**src/rtl/wdm_pkg.sv**
```systemverilog
package wdm_pkg;
  localparam int REG_W = 8;

  localparam logic [1:0] OFS_CTRL  = 2'd0;
  localparam logic [1:0] OFS_SVC   = 2'd1;
  localparam logic [1:0] OFS_CMPLO = 2'd2;
  localparam logic [1:0] OFS_CMPHI = 2'd3;

  localparam logic [REG_W-1:0] KEY_FIRST  = 8'hB4;
  localparam logic [REG_W-1:0] KEY_SECOND = 8'h2C;

  localparam int CB_EN   = 0;
  localparam int CB_POL  = 2;
  localparam int CB_INEN = 3;

  // counter lies within the inclusive service window
  function automatic logic in_window(input logic [REG_W-1:0] c,
                                     input logic [REG_W-1:0] lo,
                                     input logic [REG_W-1:0] hi);
    return (c >= lo) && (c <= hi);
  endfunction

  // counter has run beyond the upper bound
  function automatic logic past_limit(input logic [REG_W-1:0] c,
                                      input logic [REG_W-1:0] hi);
    return c > hi;
  endfunction

  // synchronized input matches the selected active level
  function automatic logic ext_active(input logic sample, input logic pol);
    return sample == pol;
  endfunction
endpackage

```
**src/rtl/wdm_regs.sv**
```systemverilog
module wdm_regs
  import wdm_pkg::*;
#(
  parameter logic [REG_W-1:0] LO_INIT = 8'h00,
  parameter logic [REG_W-1:0] HI_INIT = 8'hFF
) (
  input  logic             clk,
  input  logic             rst_n,
  input  logic [1:0]       addr,
  input  logic             we,
  input  logic [REG_W-1:0] wdata,
  output logic             mon_en,
  output logic             in_pol,
  output logic             in_en,
  output logic [REG_W-1:0] cmp_lo,
  output logic [REG_W-1:0] cmp_hi,
  output logic [REG_W-1:0] rdata
);
  logic ctrl_locked;
  logic ctrl_wr;

  assign ctrl_wr = we && (addr == OFS_CTRL) && !ctrl_locked;

  always_ff @(posedge clk or negedge rst_n) begin
    if (!rst_n) begin
      ctrl_locked <= 1'b0;
      mon_en      <= 1'b0;
      in_pol      <= 1'b0;
      in_en       <= 1'b0;
    end else if (ctrl_wr) begin
      ctrl_locked <= 1'b1;
      mon_en      <= wdata[CB_EN];
      in_pol      <= wdata[CB_POL];
      in_en       <= wdata[CB_INEN];
    end
  end

  always_ff @(posedge clk or negedge rst_n) begin
    if (!rst_n) begin
      cmp_lo <= LO_INIT;
      cmp_hi <= HI_INIT;
    end else if (we) begin
      if (addr == OFS_CMPLO) cmp_lo <= wdata;
      if (addr == OFS_CMPHI) cmp_hi <= wdata;
    end
  end

  always_comb begin
    rdata = '0;
    case (addr)
      OFS_CTRL: begin
        rdata[CB_EN]   = mon_en;
        rdata[CB_POL]  = in_pol;
        rdata[CB_INEN] = in_en;
      end
      OFS_CMPLO: rdata = cmp_lo;
      OFS_CMPHI: rdata = cmp_hi;
      default:   rdata = '0;
    endcase
  end


  ctrl_once_chk: assert property (@(posedge clk) disable iff (!rst_n)
    (ctrl_locked && we && addr == OFS_CTRL) |=> $stable({mon_en, in_pol, in_en}));
endmodule

```
**src/rtl/wdm_key.sv**
```systemverilog
module wdm_key
  import wdm_pkg::*;
(
  input  logic             clk,
  input  logic             rst_n,
  input  logic [1:0]       addr,
  input  logic             we,
  input  logic [REG_W-1:0] wdata,
  output logic             svc_done
);
  logic armed;
  logic first_hit;

  assign first_hit = we && (addr == OFS_SVC) && (wdata == KEY_FIRST);
  assign svc_done  = armed && we && (addr == OFS_SVC) && (wdata == KEY_SECOND);

  // any write while armed ends the pending sequence; arming needs a clean start
  always_ff @(posedge clk or negedge rst_n) begin
    if (!rst_n)  armed <= 1'b0;
    else if (we) armed <= !armed && first_hit;
  end


  key_void_chk: assert property (@(posedge clk) disable iff (!rst_n)
    (armed && we) |=> !armed);

  key_arm_chk: assert property (@(posedge clk) disable iff (!rst_n)
    (!armed && first_hit) |=> armed);
endmodule

```
**src/rtl/wdm_counter.sv**
```systemverilog
module wdm_counter
  import wdm_pkg::*;
(
  input  logic             clk,
  input  logic             rst_n,
  input  logic             run,
  input  logic             clear,
  input  logic [REG_W-1:0] limit,
  output logic [REG_W-1:0] cnt,
  output logic             overrun
);
  always_ff @(posedge clk or negedge rst_n) begin
    if (!rst_n)                    cnt <= '0;
    else if (clear)                cnt <= '0;
    else if (run && (cnt != '1))   cnt <= cnt + 1'b1;
  end

  assign overrun = past_limit(cnt, limit);


  cnt_monotonic_chk: assert property (@(posedge clk) disable iff (!rst_n)
    !clear |=> cnt >= $past(cnt));
endmodule

```
**src/rtl/wdm_sync.sv**
```systemverilog
module wdm_sync #(
  parameter int STAGES = 2
) (
  input  logic clk,
  input  logic rst_n,
  input  logic d,
  output logic q
);
  generate
    if (STAGES <= 1) begin : g_single
      logic s;
      always_ff @(posedge clk or negedge rst_n) begin
        if (!rst_n) s <= 1'b0;
        else        s <= d;
      end
      assign q = s;
    end else begin : g_chain
      logic [STAGES-1:0] sh;
      always_ff @(posedge clk or negedge rst_n) begin
        if (!rst_n) sh <= '0;
        else        sh <= {sh[STAGES-2:0], d};
      end
      assign q = sh[STAGES-1];
    end
  endgenerate
endmodule

```
**src/rtl/wdm_monitor.sv**
```systemverilog
module wdm_monitor
  import wdm_pkg::*;
#(
  parameter int               SYNC_STAGES = 2,
  parameter logic [REG_W-1:0] LO_INIT     = 8'h00,
  parameter logic [REG_W-1:0] HI_INIT     = 8'hFF
) (
  input  logic             clk,
  input  logic             rst_n,
  input  logic [1:0]       bus_addr,
  input  logic             bus_we,
  input  logic [REG_W-1:0] bus_wdata,
  output logic [REG_W-1:0] bus_rdata,
  input  logic             ext_in,
  output logic             fault_n
);
  logic             mon_en, in_pol, in_en;
  logic [REG_W-1:0] cmp_lo, cmp_hi, cnt;
  logic             svc_done, overrun, ext_sync;
  logic             svc_ok, svc_bad, timeout, ext_trip, fault_q;

  wdm_regs #(.LO_INIT(LO_INIT), .HI_INIT(HI_INIT)) u_regs (
    .clk(clk), .rst_n(rst_n), .addr(bus_addr), .we(bus_we), .wdata(bus_wdata),
    .mon_en(mon_en), .in_pol(in_pol), .in_en(in_en),
    .cmp_lo(cmp_lo), .cmp_hi(cmp_hi), .rdata(bus_rdata)
  );

  wdm_key u_key (
    .clk(clk), .rst_n(rst_n), .addr(bus_addr), .we(bus_we), .wdata(bus_wdata),
    .svc_done(svc_done)
  );

  wdm_counter u_cnt (
    .clk(clk), .rst_n(rst_n), .run(mon_en), .clear(svc_ok),
    .limit(cmp_hi), .cnt(cnt), .overrun(overrun)
  );

  wdm_sync #(.STAGES(SYNC_STAGES)) u_sync (
    .clk(clk), .rst_n(rst_n), .d(ext_in), .q(ext_sync)
  );

  // named fault events
  assign svc_ok   = mon_en && svc_done &&  in_window(cnt, cmp_lo, cmp_hi);
  assign svc_bad  = mon_en && svc_done && !in_window(cnt, cmp_lo, cmp_hi);
  assign timeout  = mon_en && overrun;
  assign ext_trip = mon_en && in_en && ext_active(ext_sync, in_pol);

  always_ff @(posedge clk or negedge rst_n) begin
    if (!rst_n) fault_q <= 1'b0;
    else        fault_q <= fault_q | svc_bad | timeout | ext_trip;
  end

  assign fault_n = !fault_q;


  fault_sticky_chk: assert property (@(posedge clk) disable iff (!rst_n)
    !fault_n |=> !fault_n);

  svc_clear_chk: assert property (@(posedge clk) disable iff (!rst_n)
    svc_ok |=> cnt == '0);

  svc_early_chk: assert property (@(posedge clk) disable iff (!rst_n)
    svc_bad |=> !fault_n);

  idle_quiet_chk: assert property (@(posedge clk) disable iff (!rst_n)
    !mon_en |-> (fault_n && cnt == '0));

  ext_trip_chk: assert property (@(posedge clk) disable iff (!rst_n)
    ext_trip |=> !fault_n);

  timeout_chk: assert property (@(posedge clk) disable iff (!rst_n)
    timeout |=> !fault_n);
endmodule

```
**config.mk**
```make
export PLATFORM = sky130hd
export DESIGN_NAME = wdm_monitor
export DESIGN_NICKNAME = d
export VERILOG_FILES = /design/src/rtl/wdm_pkg.sv /design/src/rtl/wdm_regs.sv /design/src/rtl/wdm_key.sv /design/src/rtl/wdm_counter.sv /design/src/rtl/wdm_sync.sv /design/src/rtl/wdm_monitor.sv
export SDC_FILE = /design/constraint.sdc
export NUM_CORES = 1
export LEC_CHECK = 0
export ABC_AREA = 1
export BUFFER_PORTS_ARGS = -buffer_cell sky130_fd_sc_hd__buf_2
export CAP_MARGIN = 20
export CORE_UTILIZATION = 40
export CTS_CLUSTER_SIZE = 30
export DETAILED_ROUTE_END_ITERATION = 7
export PLACE_DENSITY = 0.65
export RECOVER_POWER = 50
export SKIP_CTS_REPAIR_TIMING = 1
export SYNTH_ARGS = -nofsm -noshare
export SYNTH_HDL_FRONTEND = slang
export SYNTH_SLANG_ARGS = --single-unit
```
**constraint.sdc**
```tcl
create_clock -name clk -period 1.75 [get_ports clk]
set_clock_uncertainty 0.2 [all_clocks]
set_input_delay 0.0875 -clock clk [delete_from_list [all_inputs] [get_ports clk]]
set_output_delay 0.0875 -clock clk [all_outputs]
set_load 0.01 [all_outputs]
```
# After elaboration in Yosys (flattened, before gate mapping)
# Index checks and enable logic that the tools add are counted.
# word_totals
ff_bits	32
latch_bits	0
ramBits	0
mem_bits_ro	0
inputBits	14
output_inout_bits	9
word_cells	54
mem_count	0
# classes
add_sub_neg	1
mul	0
n_div	0
order_cmp	3
n_eq_ne	7
shifts	0
n_mux	6
n_bitwise	3
reduce_logical	24
# op_table
operator	count
logical AND 1 bit	16
2-to-1 mux 8 bit	2
adder 8 x 1 -> 8 bit, second input constant	1
equality test 8 x 6 -> 1 bit, second input constant	1
equality test 8 bit, second input constant	1
greater-or-equal comparator 8 bit	1
> comparator 8 bit	1
less-or-equal comparator 8 bit	1
inequality test 8 bit, second input constant	1
case mux 4 bit (2 select lines)	1
case mux 2 bit (3 select lines)	1
equality test 2 bit, second input constant	2
logical NOT 1 bit	4
AND reduction 2 bit	2
bitwise OR 1 bit	3
case mux 1 bit (3 select lines)	1
equality test 2 x 1 -> 1 bit, second input constant	1
logical NOT 2 bit	1
case mux 1 bit (2 select lines)	1
nonzero test 2 bit	1
equality test 1 bit	1

# Longest topological paths before layout
# Gate-level depths: netlist of the first run.
# depth
depth_word	8
ltp_mapped	13

# By module
# A second synthesis of the first run with hierarchy kept.
# unflattened
cells_unflattened	329
area_unflattened_um2	2280.9
# by_module_without_submodules
module	n_inst	cells_per_inst	area_per_inst_um2	seq_area_each_um2
wdm_regs	1	114	912.1	510.5
wdm_counter	1	107	700.7	200.2
wdm_monitor	1	82	499.2	25.0
wdm_key	1	24	118.9	25.0
wdm_sync	1	2	50.0	50.0

# Least setup slack after synthesis of the first run
# No wires, ideal clock.
# synth_path
path_type	flip-flop to flip-flop
startpoint	reg u_regs.cmp_hi[5]
endpoint	reg u_cnt.cnt[7]
setup_ns	0.114
arrival_ns	1.514
required_time_ns	1.436
slack_ns	-0.078
path_stages_with_launch	10
n_path_buf	0
period_less_slack_ns	1.828
cell_sequence	dfstp_2 -> inv_1 -> ha_1 -> a21o_1 -> a21oi_1 -> nand2_1 -> nand2_1 -> nand3_2 -> nand2_1 -> inv_1
# synth_between
elab_chain_cells	4
word_cells_on_any_way	5
# synth_rtl
item	line	text
start, declared	wdm_regs.sv:16	output logic [REG_W-1:0] cmp_hi,
start signal, assigned	wdm_regs.sv:44	if (addr == OFS_CMPHI) cmp_hi <= wdata;
less-or-equal comparator 8 bit (*)	wdm_pkg.sv:20	return (c >= lo) && (c <= hi);
logical AND 1 bit (*)	wdm_pkg.sv:20	
logical AND 1 bit (*)	wdm_monitor.sv:43	assign svc_ok = mon_en && svc_done && in_window(cnt, cmp_lo, cmp_hi);
2-to-1 mux 8 bit / nonzero test 2 bit (equally long branches)	n/a	
end signal, assigned	wdm_counter.sv:15	else if (run && (cnt != '1)) cnt <= cnt + 1'b1;
end, declared	wdm_counter.sv:9	output logic [REG_W-1:0] cnt,
# Every way passes the cells marked *; elsewhere a longest branch is shown, timed or not.
# A chain may end at the register's enable or synchronous reset.

# Final worst setup path of the first run
# Same ends and word-level chain as after synthesis.

==> results of run 1 <==
-- tightest hold or removal path, cell delays in order --
cell and delay, ns:
buf_2 0.12, nor2_1 0.07, nand4_1 0.12, o32ai_1 0.09
-- through the flow --
stage / util / total power, µW / hold WS (ns) / instance area (µm²) / setup slack [ns]
after global routing: 0.551 / 1960 / 0.0452 / 2600 / -0.220
final: 0.551 / 1850 / 0.0295 / 2600 / -0.113
after floorplan: - / 1080 / -0.408 / 2000 / 0.00283
after global placement: 0.483 / 1210 / -0.0187 / 2280 / -0.117
after CTS: 0.501 / 1790 / -0.335 / 2370 / -0.160
after detailed placement: 0.483 / 1220 / -0.0252 / 2280 / -0.132
-- worst max-delay path by stage --
stage          slack (ns)                    startpoint  cells past startpoint                  endpoint
6_report            -0.11  u_regs.cmp_hi[5]$_DFFE_PN1P_                      9  u_cnt.cnt[7]$_DFFE_PN0P_
5_1_grt             -0.22  u_regs.cmp_hi[4]$_DFFE_PN1P_                      9  u_cnt.cnt[7]$_DFFE_PN0P_
4_1_cts             -0.16  u_regs.cmp_hi[6]$_DFFE_PN1P_                      9  u_cnt.cnt[6]$_DFFE_PN0P_
3_5_place_dp        -0.13  u_regs.cmp_hi[6]$_DFFE_PN1P_                      9  u_cnt.cnt[6]$_DFFE_PN0P_
3_3_place_gp        -0.12  u_regs.cmp_hi[6]$_DFFE_PN1P_                      9  u_cnt.cnt[0]$_DFFE_PN0P_
2_1_floorplan       0.003  u_regs.cmp_hi[7]$_DFFE_PN1P_                      9  u_cnt.cnt[0]$_DFFE_PN0P_
-- state kept, by name, summed over array words and instances (netlist names) --
signal,count
u_regs.cmp_lo,8
u_cnt.cnt,8
u_regs.mon_en,1
u_regs.in_pol,1
u_key.armed,1
u_regs.cmp_hi,8
u_regs.ctrl_locked,1
fault_q,1
u_regs.in_en,1
u_sync.g_chain.sh,2
-- final cells by class --
cell class	instances	share of cell area
Sequential cell	32	0.312
Timing Repair Buffer	50	0.133
Inverter	54	0.0779
Clock inverter	2	0.00625
Multi-Input combinational cell	166	0.411
Clock buffer	6	0.0279
Tap cell	67	0.0322
-- power by group through the flow --
| stage | Clock [µW] | Combinational (µW) | Sequential (µW) |
|---|---|---|---|
| finish | 570 | 422 | 858 |
| global route | 613 | 486 | 866 |
| CTS | 582 | 349 | 857 |
| detailed placement | 0 | 347 | 870 |
| global placement | 0 | 340 | 868 |
| floorplan | 0 | 216 | 862 |
-- cells in the final DEF, fill, tap and decap left out, types with 2 or more instances in the layout --
master / synthesis / routed
a21oi_1: 4 / 3
o22ai_1: 5 / 5
nand3_1: 10 / 9
buf_4: 1 / 17
nand2_4: 1 / 2
dfrtp_1: 24 / 24
inv_2: 0 / 9
nor2_1: 9 / 8
clkbuf_1: 0 / 2
nand4_1: 6 / 6
nand2_1: 73 / 66
dlygate4sd3_1: 0 / 11
inv_1: 54 / 45
nand2_2: 4 / 10
o21bai_1: 2 / 2
dfstp_2: 8 / 8
clkbuf_8: 0 / 5
o221ai_1: 2 / 2
ha_1: 17 / 10
buf_2: 1 / 20
a21o_1: 2 / 2
o21ai_0: 20 / 20
ha_4: 0 / 7
xor2_1: 4 / 4
-- cells by family after synthesis --
group | after synthesis | share of synthesized area
AOI/OAI and AO/OA | 37 | 0.109
xor gates and xnor gates | 5 | 0.0222
adders and majority gates | 17 | 0.108
buffers and inverters | 57 | 0.115
DFF | 32 | 0.411
and+or+nand+nor | 107 | 0.235
-- per-layer routing --
| metal | part of all wire | GRT usage |
|---|---|---|
| met4 | 0.017 | 0.0763 |
| met1 | 0.48 | 0.238 |
| met3 | 0.032 | 0.0486 |
| met5 | 0 | 0 |
| met2 | 0.48 | 0.289 |
==> impl_metrics.json, run 1 <==
{
  "outcome": "complete, but fails checks",
  "failed_checks": "setup timing",
  "grt_util_all_layers": 0.183,
  "p_sw_uw": 556,
  "seq_power_share": 0.464,
  "synth_most_common_cell": "nand2_1",
  "slew_viol_final": 0,
  "synth_cells": 255,
  "final-hold-violation-count": 0,
  "antenna_found_initial": 0,
  "grt_pass1_wl_um": 7300,
  "setup_tns_ns": -0.936,
  "yosys-top-cells-count": "nand2_1, inv_1, dfrtp_1, o21ai_0, ha_1",
  "synth_area_per_cell_um2": 7.73,
  "slowest_delay_ns": 0.54,
  "clk_pin_slew_worst_paths_ns": 0.07,
  "vias": 1759,
  "finalWorstSetupSlack_ns": -0.113,
  "final.fill_count": 446,
  "p_clk_frac": 0.308,
  "leakage_uw": 0.00138,
  "ys_top_cells_by_area": "dfrtp_1, nand2_1, ha_1",
  "synth_top_cell_by_area": "dfrtp_1",
  "synthArstFlopShare": 1.00,
  "p_per_area_mw_per_mm2": 711,
  "dieArea_mm2": 0.00521,
  "dp.cells": 356,
  "cts_max_level": 2,
  "route.detailed.drc": 0,
  "clock_path_buffers": 2,
  "root_buffer": "clkbuf_8",
  "cts_tree": "done",
  "syn_nets": 286,
  "synth_ff_type": "dfrtp_1",
  "worstRegToRegCells": 9,
  "multi_input_area_mm2": 0.00107,
  "start_kind": "register",
  "cp-end-kind": "register",
  "tightest_slew_ns": 0.783,
  "final_layout_size_suffix_gt1_frac": 0.281,
  "final_cells": 377,
  "reg2reg_to": "u_cnt.cnt[7]$_DFFE_PN0P_",
  "post-route-min-period_ns": 1.86,
  "final_net_count": 340,
  "internal_power_uw": 1290,
  "ys_types": 27,
  "antenna-diode-count": 0,
  "synth_area_mm2": 0.00197,
  "combPwrFrac": 0.228,
  "coreArea_mm2": 0.00472,
  "cts_inserted_buffers": 5,
  "synth_top_area_frac": 0.305,
  "pin_count": 23,
  "fin_crit_sh": 1.06,
  "ys_ff_latch": 32,
  "worstPathRequired_ns": 1.73,
  "dieHeight_um": 72.2,
  "r2r_start": "u_regs.cmp_hi[5]$_DFFE_PN1P_",
  "syn2layout_area_growth_pct": 31.9,
  "fp-row-count": 25,
  "fp.dieW_um": 72.2,
  "vias_per_cell": 4.67,
  "cpMaxStageDelayCell": "dfstp_2",
  "cp_top_family": "flip-flops",
  "grt_pass1_vias": 1685,
  "cp.arrival_ns": 1.85,
  "crit_type": "register to register",
  "ir_drop_mv": 0.581,
  "synth_edf_count": 0,
  "cp_max_fo": 8,
  "gp_congestion": 0.816,
  "holdPathStages": 4,
  "initial_utilization": 0.417,
  "cap_violations": 0,
  "clock-sinks": 32,
  "numPortBuffers": 22,
  "drtPass1Iterations": 4,
  "critical_path_buf_inv_count": 2,
  "grt_max_degree": 33,
  "ant_nets": 0,
  "drt_wl_total_um": 4340,
  "hold_path.class": "primary input to register",
  "register_area_um2": 811,
  "crit_chain": "inv_2 > ha_4 > a21o_1 > a21oi_2 > nand2_1 > nand2_2 > nand3_4 > nand2_2 > inv_2",
  "wl_per_cell_um": 11.5,
  "yosysSeqAreaShare": 0.411,
  "drtIter0Drc": 82,
  "min_from": "bus_addr[1]",
  "rsz0062_at_grt": "true",
  "sw_frac_of_total": 0.301,
  "yosysWarnings": 0,
  "clk_latency_ns": 0.29,
  "max_freq_ghz": 0.537,
  "min_to": "u_key.armed$_DFFE_PN0P_",
  "grt_overflow": 0,
  "dp_hpwl_um": 3270,
  "relSlewSlack": 0.478,
  "setup_violations": 9,
  "rrSetupSlack_ns": -0.11
}
No activity file was read; power rests on OpenSTA's default activity.
==> run 2: changes to the inputs <==
--- a/config.mk
+++ b/config.mk
@@ -8,9 +8,11 @@
 export ABC_AREA = 1
 export BUFFER_PORTS_ARGS = -buffer_cell sky130_fd_sc_hd__buf_2
 export CAP_MARGIN = 20
+export CORE_MARGIN = 5
 export CORE_UTILIZATION = 40
 export CTS_CLUSTER_SIZE = 30
 export DETAILED_ROUTE_END_ITERATION = 7
+export MAX_ROUTING_LAYER = met4
 export PLACE_DENSITY = 0.65
 export RECOVER_POWER = 50
 export SKIP_CTS_REPAIR_TIMING = 1
==> constraint.sdc (replaced) <==
create_clock -name clk -period 1.5 [get_ports clk]
set_clock_uncertainty 0.2 [all_clocks]
set_input_delay 0.075 -clock clk [delete_from_list [all_inputs] [get_ports clk]]
set_output_delay 0.075 -clock clk [all_outputs]
set_load 0.01 [all_outputs]
==> impl_metrics.json, run 2 (synthesis gave the netlist of run 1 again) <==
{
  "rrSetupSlack_ns": -0.36,
  "fp-row-count": 25,
  "clk_latency_ns": 0.30,
  "numPortBuffers": 22,
  "wl_per_cell_um": 11.9,
  "worstPathRequired_ns": 1.48,
  "internal_power_uw": 1570,
  "whs_ns": -0.0352,
  "multi_input_area_mm2": 0.00109,
  "wl_met1_um": 2200,
  "start_kind": "register",
  "post-route-min-period_ns": 1.86,
  "tightest_slew_ns": 0.856,
  "route.detailed.drc": 0,
  "failed_checks": "hold timing, setup timing",
  "grt_max_degree": 18,
  "rsz0062_at_grt": "true",
  "final_cell_mix": "nand2_1, inv_1, buf_4",
  "final_cells": 393,
  "slew_viol_final": 0,
  "dieHeight_um": 80.2,
  "r2r_start": "u_regs.cmp_hi[5]$_DFFE_PN1P_",
  "cts_max_level": 2,
  "relSlewSlack": 0.429,
  "combPwrFrac": 0.255,
  "cap_violations": 0,
  "cp_max_fo": 8,
  "leakage_uw": 0.00147,
  "clock-sinks": 32,
  "final-hold-violation-count": 1,
  "ant_nets": 0,
  "final_net_count": 356,
  "cts_tree": "done",
  "routed-wl-met3_um": 124,
  "final_layout_size_suffix_gt1_frac": 0.340,
  "drtPass1Iterations": 4,
  "initial_utilization": 0.415,
  "min_from": "bus_wdata[1]",
  "grt_pass1_vias": 1728,
  "cts_inserted_buffers": 5,
  "pin_count": 23,
  "drt_wl_total_um": 4690,
  "clock_path_buffers": 2,
  "grt_overflow": 0,
  "dp_hpwl_um": 3660,
  "cp-end-kind": "register",
  "p_sw_uw": 681,
  "final.fill_count": 439,
  "reg_top3": "u_cnt.cnt: 8 flops, u_regs.cmp_hi: 8 flops, u_regs.cmp_lo: 8 flops",
  "cp.arrival_ns": 1.84,
  "hold_path.class": "primary input to register",
  "setup_violations": 14,
  "clk_pin_slew_worst_paths_ns": 0.07,
  "final_common_cell": "nand2_1",
  "crit_type": "register to register",
  "drtIter0Drc": 62,
  "coreArea_mm2": 0.00475,
  "startpoint": "u_regs.cmp_hi[5]$_DFFE_PN1P_",
  "vias": 1818,
  "dp.cells": 373,
  "gp_congestion": 0.794,
  "p_clk_frac": 0.298,
  "ir_drop_mv": 0.708,
  "outcome": "complete, but fails checks",
  "dr.max_layer_used": "met4",
  "sw_frac_of_total": 0.303,
  "register_area_um2": 812,
  "max_freq_ghz": 0.539,
  "vias_per_cell": 4.63,
  "grt_pass1_wl_um": 7680,
  "met2WireLength_um": 2260,
  "finalWorstSetupSlack_ns": -0.357,
  "antenna_found_initial": 0,
  "dieArea_mm2": 0.00643,
  "antenna-diode-count": 0,
  "p_per_area_mw_per_mm2": 812,
  "fin_crit_sh": 1.24,
  "grt_util_all_layers": 0.161,
  "root_buffer": "clkbuf_8",
  "power_uw": 2250,
  "syn2layout_area_growth_pct": 40.4,
  "fp.dieW_um": 80.2,
  "seq_power_share": 0.447
}
[run 2: final timing paths]
path	endpoint	cells after the start
max	u_cnt.cnt[1]$_DFFE_PN0P_	9
min	u_key.armed$_DFFE_PN0P_	4
max reg2reg	u_cnt.cnt[1]$_DFFE_PN0P_	9
min reg2reg	u_sync.g_chain.sh[1]$_DFF_PN0_	0
max in group asynchronous	u_regs.cmp_hi[5]$_DFFE_PN1P_	3
min in group asynchronous	u_regs.ctrl_locked$_DFFE_PN0P_	2
[run 2: final cells by class]
cell class                 instances  share of cell area
timing repair buffer              66               0.177
tap                               67              0.0303
multi-input combinational        166               0.394
inverter                          54              0.0741
clock buffer                       6              0.0262
sequential                        32               0.293
clock inverter                     2             0.00587
[run 2: per-layer routing]
metal	global-route usage	vias to the layer above
met3	0.0303	9
met1	0.197	837
li1	-	951
met4	0.0794	0
met5	-	-
met2	0.256	21
[run 2: metrics by stage]
step / instance area (µm²) / setup TNS, ns / worst slack [ns] / util
after floorplan: 2030 / -2.01 / -0.237 / -
after global placement: 2460 / -2.94 / -0.335 / 0.517
after detailed placement: 2460 / -3.44 / -0.399 / 0.517
after CTS: 2550 / -4.18 / -0.421 / 0.536
after global routing: 2770 / -6.61 / -0.453 / 0.582
final: 2770 / -3.53 / -0.357 / 0.582
[run 2: worst max-delay path: stages (launching register included)]
cell and delay (ns):
dfstp_2 0.54, inv_2 0.05, ha_4 0.23, a21o_1 0.16
a21oi_2 0.11, nand2_1 0.08, nand2_2 0.09, nand3_4 0.13
nand2_1 0.09, inv_1 0.04
[run 2: power groups by stage]
stage	clock network [µW]	registers [µW]	logic [µW]
6_report	670	1010	573
3_3_place_gp	0	1010	474
2_1_floorplan	0	1010	262
3_5_place_dp	0	1020	486
4_1_cts	687	1000	489
5_1_grt	728	1010	648
